==> src/rtl/sdh_dma_pkg.sv <==
// Shared definitions for the single-segment host DMA engine.
// Assumes byte addressing and a 64-bit memory data path.
package sdh_dma_pkg;

    localparam int MEM_AW = 64;
    localparam int MEM_DW = 64;

    // Register byte offsets
    localparam logic [4:0] OFS_MODE    = 5'h00;
    localparam logic [4:0] OFS_CTRL    = 5'h04;
    localparam logic [4:0] OFS_CHRST   = 5'h08;
    localparam logic [4:0] OFS_ADDR_LO = 5'h0C;
    localparam logic [4:0] OFS_ADDR_HI = 5'h10;

    typedef enum logic [2:0] {
        ST_IDLE   = 3'd0,
        ST_MEM_RD = 3'd1,
        ST_PUSH   = 3'd2,
        ST_POP    = 3'd3,
        ST_MEM_WR = 3'd4
    } xfer_st_e;

    typedef struct packed {
        logic [1:0]        dir_code;
        logic [1:0]        width;
        logic              incr;
        logic [MEM_AW-1:0] base;
    } xfer_cfg_t;

endpackage

==> src/rtl/sdh_dma_regs.sv <==
// Register file of the DMA engine: mode, control, channel reset and start address.
// Assumes single-cycle writes and a combinational read path on reg_addr.
module sdh_dma_regs
    import sdh_dma_pkg::*;
#(
    parameter int REG_AW = 5,
    parameter int REG_DW = 32,
    parameter int N_CHAN = 2
) (
    input  logic              clk,
    input  logic              rst_n,
    input  logic              reg_wr,
    input  logic [REG_AW-1:0] reg_addr,
    input  logic [REG_DW-1:0] reg_wdata,
    output logic [REG_DW-1:0] reg_rdata,
    input  logic              busy,
    output logic              start_req,
    output xfer_cfg_t         cfg,
    output logic [N_CHAN-1:0] chan_run
);

    localparam int CHRST_LSB = 8;

    logic [1:0]        dir_q;
    logic [1:0]        width_q;
    logic              incr_q;
    logic [REG_DW-1:0] addr_lo_q;
    logic [REG_DW-1:0] addr_hi_q;
    logic [N_CHAN-1:0] run_q;

    // Register writes
    always_ff @(posedge clk) begin
        if (!rst_n) begin
            dir_q     <= '0;
            width_q   <= '0;
            incr_q    <= 1'b0;
            addr_lo_q <= '0;
            addr_hi_q <= '0;
            run_q     <= '1;
        end else if (reg_wr) begin
            case (reg_addr)
                OFS_MODE: begin
                    dir_q   <= reg_wdata[17:16];
                    width_q <= reg_wdata[5:4];
                    incr_q  <= reg_wdata[0];
                end
                OFS_CHRST:   run_q     <= reg_wdata[CHRST_LSB +: N_CHAN];
                OFS_ADDR_LO: addr_lo_q <= reg_wdata;
                OFS_ADDR_HI: addr_hi_q <= reg_wdata;
                default: ;
            endcase
        end
    end

    // Start strobe: self-clearing, it lives only in the write cycle
    assign start_req = reg_wr && (reg_addr == OFS_CTRL) && reg_wdata[0];

    assign cfg.dir_code = dir_q;
    assign cfg.width    = width_q;
    assign cfg.incr     = incr_q;
    assign cfg.base     = {addr_hi_q, addr_lo_q};
    assign chan_run     = run_q;

    // Read multiplexer
    always_comb begin
        reg_rdata = '0;
        case (reg_addr)
            OFS_MODE: begin
                reg_rdata[17:16] = dir_q;
                reg_rdata[5:4]   = width_q;
                reg_rdata[0]     = incr_q;
            end
            OFS_CTRL:    reg_rdata[0] = busy;
            OFS_CHRST:   reg_rdata[CHRST_LSB +: N_CHAN] = run_q;
            OFS_ADDR_LO: reg_rdata = addr_lo_q;
            OFS_ADDR_HI: reg_rdata = addr_hi_q;
            default:     reg_rdata = '0;
        endcase
    end

endmodule

==> src/rtl/sdh_dma_addr_gen.sv <==
// Beat counter and address generator for one contiguous segment.
// Assumes the byte total is a multiple of the beat width; any remainder is dropped.
module sdh_dma_addr_gen
    import sdh_dma_pkg::*;
#(
    parameter int CNT_W  = 16,
    parameter int SIZE_W = 12
) (
    input  logic              clk,
    input  logic              rst_n,
    input  logic              load,
    input  logic              step,
    input  xfer_cfg_t         cfg,
    input  logic [CNT_W-1:0]  blk_count,
    input  logic [SIZE_W-1:0] blk_size,
    output logic              zero_len,
    output logic              last_beat,
    output logic [MEM_AW-1:0] cur_addr,
    output logic [1:0]        cur_width
);

    localparam int BEAT_W = CNT_W + SIZE_W;

    logic [BEAT_W-1:0] total_bytes;
    logic [BEAT_W-1:0] beats_calc;
    logic [BEAT_W-1:0] remain_q;
    logic              incr_q;
    logic [MEM_AW-1:0] stride;

    // Beat count of the transfer about to start
    always_comb begin
        total_bytes = BEAT_W'(blk_count) * BEAT_W'(blk_size);
        beats_calc  = total_bytes >> cfg.width;
    end

    assign zero_len  = (beats_calc == '0);
    assign last_beat = (remain_q == BEAT_W'(1));
    assign stride    = incr_q ? (MEM_AW'(1) << cur_width) : '0;

    // Address and remaining-beat registers
    always_ff @(posedge clk) begin
        if (!rst_n) begin
            remain_q  <= '0;
            cur_addr  <= '0;
            cur_width <= '0;
            incr_q    <= 1'b0;
        end else if (load) begin
            remain_q  <= beats_calc;
            cur_addr  <= cfg.base;
            cur_width <= cfg.width;
            incr_q    <= cfg.incr;
        end else if (step) begin
            remain_q <= remain_q - BEAT_W'(1);
            cur_addr <= cur_addr + stride;
        end
    end

endmodule

==> src/rtl/sdh_dma_xfer_fsm.sv <==
// Beat sequencer: memory-to-FIFO or FIFO-to-memory, one beat in flight.
// Assumes a show-ahead FIFO and a memory that holds read data with mem_ack.
module sdh_dma_xfer_fsm
    import sdh_dma_pkg::*;
#(
    parameter int N_CHAN = 2
) (
    input  logic              clk,
    input  logic              rst_n,
    input  logic              start_req,
    input  xfer_cfg_t         cfg,
    input  logic [N_CHAN-1:0] chan_run,
    input  logic              zero_len,
    input  logic              last_beat,
    output logic              load,
    output logic              step,
    output logic              busy,
    output logic              done,
    output logic              mem_req,
    output logic              mem_we,
    output logic [MEM_DW-1:0] mem_wdata,
    input  logic [MEM_DW-1:0] mem_rdata,
    input  logic              mem_ack,
    output logic              fifo_push,
    output logic [MEM_DW-1:0] fifo_wdata,
    input  logic              fifo_full,
    output logic              fifo_pop,
    input  logic [MEM_DW-1:0] fifo_rdata,
    input  logic              fifo_empty
);

    xfer_st_e          st_q;
    logic              dir_q;
    logic              done_q;
    logic [MEM_DW-1:0] hold_q;
    logic              cfg_ok;
    logic              accept;
    logic              chan_ok;

    // Start qualification: legal direction, 8-byte alignment, channel out of reset
    always_comb begin
        cfg_ok = !cfg.dir_code[1] && (cfg.base[2:0] == 3'b000) && chan_run[cfg.dir_code[0]];
        accept = start_req && (st_q == ST_IDLE) && cfg_ok;
    end

    assign chan_ok = chan_run[dir_q];

    // Handshake outputs, dropped at once when the active channel is held in reset
    always_comb begin
        mem_req   = chan_ok && ((st_q == ST_MEM_RD) || (st_q == ST_MEM_WR));
        mem_we    = (st_q == ST_MEM_WR);
        fifo_push = chan_ok && (st_q == ST_PUSH) && !fifo_full;
        fifo_pop  = chan_ok && (st_q == ST_POP) && !fifo_empty;
        load      = accept && !zero_len;
        step      = fifo_push || (mem_req && mem_we && mem_ack);
        busy      = (st_q != ST_IDLE);
    end

    assign mem_wdata  = hold_q;
    assign fifo_wdata = hold_q;
    assign done       = done_q;

    // State sequencing and data hold register
    always_ff @(posedge clk) begin
        if (!rst_n) begin
            st_q   <= ST_IDLE;
            dir_q  <= 1'b0;
            done_q <= 1'b0;
            hold_q <= '0;
        end else begin
            done_q <= 1'b0;
            if ((st_q != ST_IDLE) && !chan_ok) begin
                st_q <= ST_IDLE;
            end else begin
                case (st_q)
                    ST_IDLE: if (accept) begin
                        dir_q <= cfg.dir_code[0];
                        if (zero_len)          done_q <= 1'b1;
                        else if (cfg.dir_code[0]) st_q <= ST_POP;
                        else                   st_q <= ST_MEM_RD;
                    end
                    ST_MEM_RD: if (mem_ack) begin
                        hold_q <= mem_rdata;
                        st_q   <= ST_PUSH;
                    end
                    ST_PUSH: if (!fifo_full) begin
                        if (last_beat) begin
                            st_q   <= ST_IDLE;
                            done_q <= 1'b1;
                        end else begin
                            st_q <= ST_MEM_RD;
                        end
                    end
                    ST_POP: if (!fifo_empty) begin
                        hold_q <= fifo_rdata;
                        st_q   <= ST_MEM_WR;
                    end
                    ST_MEM_WR: if (mem_ack) begin
                        if (last_beat) begin
                            st_q   <= ST_IDLE;
                            done_q <= 1'b1;
                        end else begin
                            st_q <= ST_POP;
                        end
                    end
                    default: st_q <= ST_IDLE;
                endcase
            end
        end
    end

endmodule

==> src/rtl/sdh_dma_engine.sv <==
// Top of the single-segment host DMA engine: registers, address generator, sequencer.
// Assumes one contiguous, 8-byte aligned buffer per transfer.
module sdh_dma_engine
    import sdh_dma_pkg::*;
#(
    parameter int REG_AW = 5,
    parameter int REG_DW = 32,
    parameter int CNT_W  = 16,
    parameter int SIZE_W = 12
) (
    input  logic              clk,
    input  logic              rst_n,
    input  logic              reg_wr,
    input  logic [REG_AW-1:0] reg_addr,
    input  logic [REG_DW-1:0] reg_wdata,
    output logic [REG_DW-1:0] reg_rdata,
    input  logic [CNT_W-1:0]  blk_count,
    input  logic [SIZE_W-1:0] blk_size,
    output logic              mem_req,
    output logic              mem_we,
    output logic [63:0]       mem_addr,
    output logic [1:0]        mem_size,
    output logic [63:0]       mem_wdata,
    input  logic [63:0]       mem_rdata,
    input  logic              mem_ack,
    output logic              fifo_push,
    output logic [63:0]       fifo_wdata,
    input  logic              fifo_full,
    output logic              fifo_pop,
    input  logic [63:0]       fifo_rdata,
    input  logic              fifo_empty,
    output logic              done
);

    localparam int N_CHAN = 2;

    xfer_cfg_t         cfg;
    logic [N_CHAN-1:0] chan_run;
    logic              start_req;
    logic              busy;
    logic              load;
    logic              step;
    logic              zero_len;
    logic              last_beat;

    sdh_dma_regs #(.REG_AW(REG_AW), .REG_DW(REG_DW), .N_CHAN(N_CHAN)) u_regs (
        .clk(clk), .rst_n(rst_n), .reg_wr(reg_wr), .reg_addr(reg_addr),
        .reg_wdata(reg_wdata), .reg_rdata(reg_rdata), .busy(busy),
        .start_req(start_req), .cfg(cfg), .chan_run(chan_run)
    );

    sdh_dma_addr_gen #(.CNT_W(CNT_W), .SIZE_W(SIZE_W)) u_addr (
        .clk(clk), .rst_n(rst_n), .load(load), .step(step), .cfg(cfg),
        .blk_count(blk_count), .blk_size(blk_size), .zero_len(zero_len),
        .last_beat(last_beat), .cur_addr(mem_addr), .cur_width(mem_size)
    );

    sdh_dma_xfer_fsm #(.N_CHAN(N_CHAN)) u_fsm (
        .clk(clk), .rst_n(rst_n), .start_req(start_req), .cfg(cfg),
        .chan_run(chan_run), .zero_len(zero_len), .last_beat(last_beat),
        .load(load), .step(step), .busy(busy), .done(done),
        .mem_req(mem_req), .mem_we(mem_we), .mem_wdata(mem_wdata),
        .mem_rdata(mem_rdata), .mem_ack(mem_ack), .fifo_push(fifo_push),
        .fifo_wdata(fifo_wdata), .fifo_full(fifo_full), .fifo_pop(fifo_pop),
        .fifo_rdata(fifo_rdata), .fifo_empty(fifo_empty)
    );

endmodule

==> config.mk <==
export PLATFORM = sky130hd
export DESIGN_NAME = sdh_dma_engine
export DESIGN_NICKNAME = d
export VERILOG_FILES = /design/src/rtl/sdh_dma_pkg.sv /design/src/rtl/sdh_dma_regs.sv /design/src/rtl/sdh_dma_addr_gen.sv /design/src/rtl/sdh_dma_xfer_fsm.sv /design/src/rtl/sdh_dma_engine.sv
export SDC_FILE = /design/constraint.sdc
export NUM_CORES = 1
export LEC_CHECK = 0
export ABC_AREA = 0
export ABC_CLOCK_PERIOD_IN_PS = 6500
export BUFFER_PORTS_ARGS = -buffer_cell sky130_fd_sc_hd__buf_2
export CAP_MARGIN = 20
export CORE_AREA = 2 2 238 240
export DETAILED_ROUTE_END_ITERATION = 12
export DIE_AREA = 0 0 240 242
export GPL_TIMING_DRIVEN = 0
export PLACE_DENSITY = 0.54
export SLEW_MARGIN = 15
export SYNTH_ARGS = -nofsm -noshare
export SYNTH_HDL_FRONTEND = slang
export SYNTH_HIERARCHICAL = 1
export SYNTH_SLANG_ARGS = --single-unit
==> constraint.sdc <==
create_clock -name clk -period 6.5 [get_ports clk]
set_clock_uncertainty 0.2 [all_clocks]
set_input_delay 0.325 -clock clk [delete_from_list [all_inputs] [get_ports clk]]
set_output_delay 0.325 -clock clk [all_outputs]
set_load 0.02 [all_outputs]
==> results.ini, run 1 <==
[clock_tree]
clock-root-buffer=clkbuf_16
htreeDepth=1
cts_sinks=235
clockBufferDepth=3
clock_latency_ns=0.57
cts_buffers=27
clk_pin_slew_ns=0.07
cts_tree=built

[worst_setup_path]
crit_path_top_delay_cell=fa_1
critical_path.max_fanout=7
ff2ff_path_depth=17
critPathLaunchType=input pin
worst-endpoint-required_ns=6.79
arrival_ns=6.78
path_common_cell=fa_1
critPathCaptureType=flop
cpPeakStageDelay_ns=0.55
crit_type=in2reg

[route]
dr.pass1.iters=7
vias=18796
viasPerCell=5.04
routed_wl_mm=70.8
drc=0
post_drt_wl_per_cell_um=19.0
drt_iter0_drc=1002
ant_nets=0

[sta]
maxSlewViolCount=0
period_share_pct=99.8
worst_pin_slew_ns=1.13
hold_viol=0
max_freq_mhz=154
setup_viol=0
rsz0062_at_grt=yes
slew_headroom_pct=24.3
setup_ws_ns=0.0139
finalWorstPathRequiredPeriod_ns=6.49

[yosys]
yosysTopAreaCell=dfxtp_1
syn_area_um2=19300
ys_ff_latch=235
ys_seq_area_share_pct=24.4
yosysWarnings=6
syn_nets=2666
synth-edff-count=0
synthCells=2254
ys_async_sr_fraction_pct=0
yosysTopAreaCellShare_pct=24.4
yosysUniqueCellTypes=87
synthFlopType=dfxtp_1
ys_top_cells_by_area=dfxtp_1, fa_1, mux2i_1
synth_area_per_cell_um2=8.56

[cells_and_area]
drive_above_1_share_pct=29.8
fin_util_pct=48.8
areaGrowthSynthToFinish_pct=40.9
final_area_um2=27200
nFillCells=5315
layout.nets=3360

[placement]
postPlaceCellArea_um2=22800
hpwl_mm=54.9
gp_congestion=0.883
numPortBuffers=428
post-place-ws_ns=-1.47

[global_route]
groute.usage.overall_pct=23.5
grt_first_pass_wirelength_mm=108
gr-total-overflow=0
grt_pass1_vias=19245
grt_max_degree=17
antenna_found_initial=11

[power]
p_total_mw=11.7
p_per_area_nw_per_um2=432
power.leakage_nw=13.9
ir_drop_mv=0.724

[floorplanning]
die_w_um=240
rows=87
core_um2=55700
ioPinCount=430
fp.dieArea_um2=58100
die_y_um=242
initial_core_util_pct=34.6

[worst_hold_path]
hp-class=in2reg
hold-path-cell-count=3

[job]
maxCapViolCount=0

[status]
outcome=completed

==> path summary, 6_finish.rpt <==
check                                          from                           endpoint  slack, ns
setup reg to reg     u_regs/width_q[0]$_SDFFE_PN0P_   u_addr/cur_addr[41]$_SDFFE_PN0P_       2.14
setup / recovery                      blk_count[10]   u_addr/cur_addr[41]$_SDFFE_PN0P_       0.01
hold / removal                           fifo_empty         u_fsm/st_q[2]$_SDFFE_PP0P_       0.03
hold reg to reg   u_regs/addr_lo_q[14]$_SDFFE_PN0P_  u_regs/addr_lo_q[14]$_SDFFE_PN0P_       0.28
==> power breakdown <==
part | internal [mW] | switching, mW | leakage [nW] | total [mW]
clock | 0.803 | 0.645 | 0.401 | 1.45
combinational | 4.23 | 4.51 | 11.6 | 8.74
sequential | 1.50 | 0.0641 | 1.90 | 1.56
==> what timing repair did <==
| item | in CTS | in global routing |
|---|---|---|
| pin swaps | 45 | 83 |
| gates resized for setup | 141 | 149 |
| cloned | 3 | 2 |
| endpoints found under the hold margin | 135 | 0 |
| hold buffers | 160 | 0 |
| setup endpoints to repair | 98 | 98 |
| buffers inserted | 47 | 39 |
==> per-stage QoR <==
stage | TNS (ns) | hold WS (ns) | cells
after global placement | -132.55 | 0.261 | 3438
after CTS | -0.122 | 0.00736 | 3687
final | 0 | 0.0284 | 3733
after global routing | -8.34 | 0.0715 | 3728
after detailed placement | -132.87 | 0.266 | 3438
after floorplan | 0 | 0.247 | 2254
==> cells in the mapped netlist (7+ instances only) <==
master,count
nand2_1,377
dfxtp_1,235
inv_1,202
mux2i_1,167
fa_1,141
nor2_1,136
clkbuf_1,85
buf_4,78
a21oi_1,74
and2_1,73
ha_1,72
o211a_1,68
xnor2_1,56
o21ai_0,55
xor2_1,47
a211oi_1,44
nand3_1,30
a22o_1,25
nor3_1,23
buf_2,22
nand4_1,19
and3_1,16
nor2b_1,11
and4_1,10
buf_1,10
nor4_1,10
or3_1,10
a21o_1,9
o21a_1,8
a311oi_1,7
nand2b_1,7
==> worst max-delay path, delay by kind of cell <==
family	cells	cell delay [ns]
fa+ha+maj	6	2.70
buf+inv	12	1.44
simple gates	6	1.20
compound gates	5	0.81
mux	1	0.18
xor+xnor	1	0.13
==> layout by cell type (no fill, tap or decap), drive strengths merged, types with 56 or more instances in the layout <==
cell type,n
a21oi,76
and2,73
buf,644
clkbuf,99
dfxtp,235
dlygate4sd3,160
fa,141
ha,72
inv,208
mux2i,168
nand2,377
nor2,138
o211a,68
o21ai,60
xnor2,56
==> registers in the layout (all words and copies together), names as in the netlist, 2 cells and up <==
register	count
u_fsm/fifo_wdata	64
u_addr/remain_q	28
u_addr/cur_addr	64
u_addr/cur_width	2
u_regs/chan_run	2
u_fsm/st_q	3
u_regs/addr_hi_q	32
u_regs/width_q	2
u_regs/addr_lo_q	32
u_regs/dir_q	2
==> final cells by class <==
cell class / count / area (um^2) / area share [%]
buffer: 194 / 1760 / 6.47
clock buffer: 37 / 743 / 2.73
multi-input combinational: 1608 / 13500 / 49.8
timing repair buffer: 676 / 4600 / 16.9
antenna: 11 / 27.5 / 0.101
sequential: 235 / 4700 / 17.3
inverter: 206 / 790 / 2.90
tap: 756 / 946 / 3.48
clock inverter: 10 / 73.8 / 0.271
==> cells by family after synthesis <==
family	synth area share, %
flip-flops	24.4
buffers and inverters	10.1
AND/OR/NAND/NOR	18.3
adder cells (fa/ha/maj)	19.4
multiplexers	9.31
XOR/XNOR	4.67
AO/OA/AOI/OAI	13.8
==> layer usage <==
metal  global-route usage [%]  wire [um]  up-vias
met5                        0          9        -
met4                     8.55       2780        2
met3                     4.11       4690      137
met2                     39.6      33100      658
met1                     30.0      30200     9102
li1                         -          -     8897
No activity file was read; power rests on OpenSTA's default activity.
==> inputs of run 2 (changes only) <==
--- a/config.mk
+++ b/config.mk
@@ -6,14 +6,15 @@
 export NUM_CORES = 1
 export LEC_CHECK = 0
 export ABC_AREA = 0
-export ABC_CLOCK_PERIOD_IN_PS = 6500
+export ABC_CLOCK_PERIOD_IN_PS = 6800
 export BUFFER_PORTS_ARGS = -buffer_cell sky130_fd_sc_hd__buf_2
 export CAP_MARGIN = 20
-export CORE_AREA = 2 2 238 240
+export CORE_AREA = 10 10 246 248
 export DETAILED_ROUTE_END_ITERATION = 12
-export DIE_AREA = 0 0 240 242
+export DIE_AREA = 0 0 256 258
 export GPL_TIMING_DRIVEN = 0
-export PLACE_DENSITY = 0.54
+export PLACE_DENSITY = 0.52
+export REMOVE_ABC_BUFFERS = 1
 export SLEW_MARGIN = 15
 export SYNTH_ARGS = -nofsm -noshare
 export SYNTH_HDL_FRONTEND = slang
==> constraint.sdc (replaced) <==
create_clock -name clk -period 6.8 [get_ports clk]
set_clock_uncertainty 0.2 [all_clocks]
set_input_delay 0.34 -clock clk [delete_from_list [all_inputs] [get_ports clk]]
set_output_delay 0.34 -clock clk [all_outputs]
set_load 0.02 [all_outputs]
==> results.ini, run 2 (synthesized netlist as in run 1, its figures left out) <==
[sta]
max_freq_mhz=151
hold_viol=0
worst_pin_slew_ns=0.895
period_share_pct=97.5
maxSlewViolCount=0
setup_viol=0
slew_headroom_pct=40.3
finalWorstPathRequiredPeriod_ns=6.63

[floorplanning]
core_um2=55700
die_y_um=258
ioPinCount=430
die_w_um=256
fp.dieArea_um2=66000
rows=87
initial_core_util_pct=34.6

[global_route]
gr-total-overflow=0
grt_first_pass_wirelength_mm=104
antenna_found_initial=7
grt_pass1_vias=18303
groute.usage.overall_pct=19.4
grt_max_degree=106

[clock_tree]
clock-root-buffer=clkbuf_16
htreeDepth=1
clock_latency_ns=0.56
clk_pin_slew_ns=0.06
cts_sinks=235
cts_tree=built
clockBufferDepth=3
cts_buffers=26

[power]
ir_drop_mv=0.555
p_per_area_nw_per_um2=379
power.leakage_nw=12.8

[cells_and_area]
final_common_cell=buf_2
drive_above_1_share_pct=23.2
areaGrowthSynthToFinish_pct=29.4
final_cell_mix=buf_2, nand2_1, dfxtp_1, inv_1, mux2i_1
fin_cells=3499
nFillCells=5583
fin_util_pct=44.8
seq_area_um2=4710
layout.nets=3133
multiInputGateArea_um2=13100

[worst_setup_path]
worstReg2RegEnd=u_addr/cur_addr[28]$_SDFFE_PN0P_
arrival_ns=6.89
worst-endpoint-required_ns=7.06
critPathLaunchType=input pin
ff2ff_path_depth=15
critPathCaptureType=flop
crit_type=in2reg
r2r_slack_ns=1.80
critical_path.max_fanout=16
worstReg2RegStart=u_regs/width_q[0]$_SDFFE_PN0P_

[route]
post_drt_wl_per_cell_um=19.4
viasPerCell=5.11
drc=0
dr.pass1.iters=5
vias=17868
ant_nets=0
drt_iter0_drc=1158
routed_wl_mm=67.8

[job]
maxCapViolCount=0

[worst_hold_path]
whs_endpoint=u_fsm/fifo_wdata[4]$_SDFFE_PN0P_
hold-path-cell-count=2
hp-class=in2reg
min_from=rst_n

[placement]
hpwl_mm=49.4
gp_congestion=0.887
numPortBuffers=429
numPlacedInstances=3263

[status]
outcome=completed

## run 2: changes by cell type in the layout (fill, tap and decap cells not counted), moves of 12 or more
cell / previous run / this run
clkbuf_1: 40 / 3
clkbuf_16: 41 / 28
a211oi_2: 17 / 1
buf_6: 11 / 24
nand2_2: 13 / 1
buf_12: 16 / 2
buf_4: 162 / 43
a211oi_1: 26 / 43
buf_2: 436 / 406
nand2_1: 364 / 376
## run 2: worst max-delay path by stage
stage | startpoint | to | slack [ns] | cells after the start
6_report | blk_size[5] | u_addr/cur_addr[28]$_SDFFE_PN0P_ | 0.17 | 27
5_1_grt | blk_size[7] | u_fsm/st_q[1]$_SDFFE_PP0P_ | -0.05 | 28
4_1_cts | blk_count[3] | u_addr/cur_addr[42]$_SDFFE_PN0P_ | 0.03 | 28
3_5_place_dp | blk_size[5] | u_addr/cur_addr[32]$_SDFFE_PN0P_ | -1.76 | 27
3_3_place_gp | blk_size[8] | u_addr/remain_q[14]$_SDFFE_PN0P_ | -10.59 | 24
2_1_floorplan | blk_count[3] | u_addr/remain_q[8]$_SDFFE_PN0P_ | -5.12 | 24
## run 2: timing repair
action	4_1_cts	5_1_grt
endpoints found under the setup margin	98	80
endpoints found under the hold margin	133	0
cloned	5	3
pin swaps	13	39
resized for setup	86	65
hold buffers	152	0
setup buffers	10	16
## run 2: final cells by class
type | count | share of cell area (%)
multi-input cells | 1608 | 52.4
repair buffers | 642 | 18.1
inverters | 206 | 3.21
clock buffers | 34 | 2.93
repair inverters | 2 | 0.0801
well taps | 756 | 3.79
diodes | 5 | 0.0501
clock inverters | 11 | 0.601
flip-flops and latches | 235 | 18.8
## run 2: power by group
group	internal, mW	switching (mW)
clock network	0.870	0.617
logic	2.80	3.68
registers	1.43	0.0632
total	5.10	4.36
## run 2: layer usage
| layer | GRT usage, % | wire (um) | up-vias |
|---|---|---|---|
| met1 | 24.6 | 28900 | 8754 |
| met4 | 5.47 | 1930 | 2 |
| met5 | 0 | 13 | - |
| li1 | - | - | 8436 |
| met3 | 4.13 | 4330 | 110 |
| met2 | 32.7 | 32700 | 566 |
## run 2: per-stage QoR
stage | setup slack, ns | TNS (ns) | hold slack [ns] | total power, mW | instance area [um^2]
CTS | 0.0268 | 0 | 0.00729 | 8.84 | 24500
floorplan | -5.12 | -409.03 | 0.247 | 5.27 | 18100
finish | 0.172 | 0 | 0.0126 | 9.46 | 25000
global placement | -10.59 | -837.68 | 0.258 | 6.56 | 21200
detailed placement | -1.76 | -135.24 | 0.270 | 6.58 | 21600
global route | -0.0538 | -0.906 | 0.0373 | 10.3 | 25000
## run 2: critical path, stage by stage
cell and delay [ns]:
buf_8 0.14, nand2_1 0.10, fa_1 0.59, fa_1 0.44
fa_1 0.49, inv_1 0.06, fa_1 0.53, inv_1 0.05
fa_1 0.53, inv_1 0.04, ha_2 0.38, and2_4 0.18
o2111a_2 0.27, buf_6 0.13, a21oi_4 0.07, xnor2_2 0.15
mux2_2 0.29, nand3b_1 0.17, or4_4 0.55, nor4_4 0.38
nor3b_4 0.11, buf_6 0.16, buf_12 0.16, clkinv_16 0.09
buf_16 0.14, nor2_1 0.05, a311oi_1 0.26
==> inputs of run 3 (changes only) <==
--- a/config.mk
+++ b/config.mk
@@ -6,7 +6,7 @@
 export NUM_CORES = 1
 export LEC_CHECK = 0
 export ABC_AREA = 0
-export ABC_CLOCK_PERIOD_IN_PS = 6800
+export ABC_CLOCK_PERIOD_IN_PS = 8400
 export BUFFER_PORTS_ARGS = -buffer_cell sky130_fd_sc_hd__buf_2
 export CAP_MARGIN = 20
 export CORE_AREA = 10 10 246 248
==> constraint.sdc (replaced) <==
create_clock -name clk -period 8.4 [get_ports clk]
set_clock_uncertainty 0.2 [all_clocks]
set_input_delay 0.42 -clock clk [delete_from_list [all_inputs] [get_ports clk]]
set_output_delay 0.42 -clock clk [all_outputs]
set_load 0.02 [all_outputs]
==> results.ini, run 3 (synthesized netlist as in run 1, its figures left out) <==
[sta]
setup_viol=0
holdWs_ns=0.0268
maxSlewViolCount=0
finalWorstPathRequiredPeriod_ns=7.85
max_freq_mhz=127
finalSetupTns_ns=0
period_share_pct=93.4
rsz0062_at_grt=no
slew_headroom_pct=39.8
setup_ws_ns=0.552
hold_viol=0
worst_pin_slew_ns=0.903

[status]
outcome=completed

[power]
power.leakage_nw=12.0
p_per_area_nw_per_um2=286
ir_drop_mv=0.323

[placement]
gp_congestion=0.887
hpwl_mm=49.4
post-place-ws_ns=-0.241
numPlacedInstances=3263
numPortBuffers=429
postPlaceCellArea_um2=21600

[clock_tree]
cts_tree=built
cts_sinks=235
clk_pin_slew_ns=0.06
clock-root-buffer=clkbuf_16
cts_buffers=26
cts_setup_buffers=0
clockBufferDepth=3
clock_latency_ns=0.55
htreeDepth=1

[cells_and_area]
drive_above_1_share_pct=21.1
final_common_cell=buf_2
final_cell_mix=buf_2, nand2_1, dfxtp_1, inv_1, mux2i_1
fin_cells=3357
layout.nets=2992
areaGrowthSynthToFinish_pct=18.9
final_area_um2=23000

[worst_setup_path]
crit_type=in2reg
crit_end=u_addr/cur_addr[28]$_SDFFE_PN0P_
cp-startpoint=blk_size[5]
critPathLaunchType=input pin
worst-endpoint-required_ns=8.66
ff2ff_path_depth=15
r2r_slack_ns=2.68
critical_path.max_fanout=98
critPathCaptureType=flop
arrival_ns=8.10
worstReg2RegEnd=u_addr/cur_addr[28]$_SDFFE_PN0P_
worstReg2RegStart=u_regs/width_q[0]$_SDFFE_PN0P_

[global_route]
grt_pass1_vias=17437
grt_max_degree=106
grt_first_pass_wirelength_mm=99.1
groute.usage.overall_pct=18.4
gr-total-overflow=0
antenna_found_initial=8

[job]
maxCapViolCount=0

[floorplanning]
die_w_um=256
fp.dieArea_um2=66000
ioPinCount=430
die_y_um=258
initial_core_util_pct=34.6
rows=87
core_um2=55700

[route]
vias=17004
met2_length_mm=30.4
routed_wl_mm=63.5
wl_met1_mm=27.8
post_drt_wl_per_cell_um=18.9
dr_wl_met3_mm=3.84
viasPerCell=5.07
drt_iter0_drc=1007
ant_nets=0
drc=0
dr.pass1.iters=7
top_layer_used=met5

[worst_hold_path]
hp-class=in2reg

[run 3: cell count changes in the layout (fill, tap and decap cells not counted), sizes merged]
cell | previous run | this run
buf | 488 | 458
clkbuf | 36 | 34
inv | 208 | 207
diode | 5 | 4
clkinv | 6 | 5
dlygate4sd3 | 152 | 45
[run 3: cell type report]
type	count	area [um^2]
Antenna cell	4	10.0
Clock buffer	34	731
Clock inverter	11	150
Fill cell	5779	32800
Inverter	206	781
Multi-Input combinational cell	1608	12700
Sequential cell	235	4710
Tap cell	756	946
Timing Repair Buffer	503	2940
[run 3: power by group]
group / switching [mW] / internal, mW
logic: 2.57 / 1.58
clock network: 0.495 / 0.704
registers: 0.0500 / 1.16
[run 3: what timing repair did]
action                                  4_1_cts  5_1_grt
resized for setup                             0        5
hold buffers                                 45        0
endpoints found under the setup margin        0       55
endpoints found under the hold margin        81        0
[run 3: layer usage]
layer	vias to the layer above	GRT usage, %
li1	8134	-
met1	8301	24.1
met2	476	30.9
met3	89	3.49
met4	4	4.41
met5	-	0
[run 3: worst min-delay path by stage]
| stage | depth (start not counted) | end | startpoint | slack, ns |
|---|---|---|---|---|
| 2_1_floorplan | 2 | u_regs/addr_hi_q[10]$_SDFFE_PN0P_ | u_regs/addr_hi_q[10]$_SDFFE_PN0P_ | 0.25 |
| 3_3_place_gp | 2 | u_regs/addr_hi_q[31]$_SDFFE_PN0P_ | u_regs/addr_hi_q[31]$_SDFFE_PN0P_ | 0.26 |
| 3_5_place_dp | 2 | u_regs/addr_lo_q[15]$_SDFFE_PN0P_ | u_regs/addr_lo_q[15]$_SDFFE_PN0P_ | 0.27 |
| 4_1_cts | 4 | u_fsm/fifo_wdata[25]$_SDFFE_PN0P_ | mem_rdata[25] | 0.0001 |
| 5_1_grt | 4 | u_fsm/fifo_wdata[6]$_SDFFE_PN0P_ | mem_rdata[6] | 0.02 |
| 6_report | 4 | u_fsm/fifo_wdata[35]$_SDFFE_PN0P_ | fifo_rdata[35] | 0.03 |
[run 3: worst max-delay path, stage by stage]
cell	delay, ns
buf_2	0.33
nand2_1	0.14
fa_1	0.51
fa_1	0.52
inv_1	0.05
fa_1	0.48
fa_1	0.55
inv_1	0.05
fa_1	0.52
inv_1	0.04
ha_1	0.48
o21ai_0	0.15
a21oi_1	0.28
o21bai_1	0.10
o22ai_1	0.32
a31oi_1	0.16
xnor2_1	0.42
nor2_1	0.11
or4_1	0.51
nor4_4	0.42
nor3b_4	0.15
buf_4	0.22
buf_4	0.20
inv_6	0.17
buf_16	0.32
nor2_1	0.09
a311oi_1	0.27
[run 3: metrics by stage]
stage	util, %	power [mW]
floorplan	-	4.27
global placement	38.1	5.31
detailed placement	38.7	5.32
CTS	41.1	6.59
global route	41.2	7.20
finish	41.2	6.56
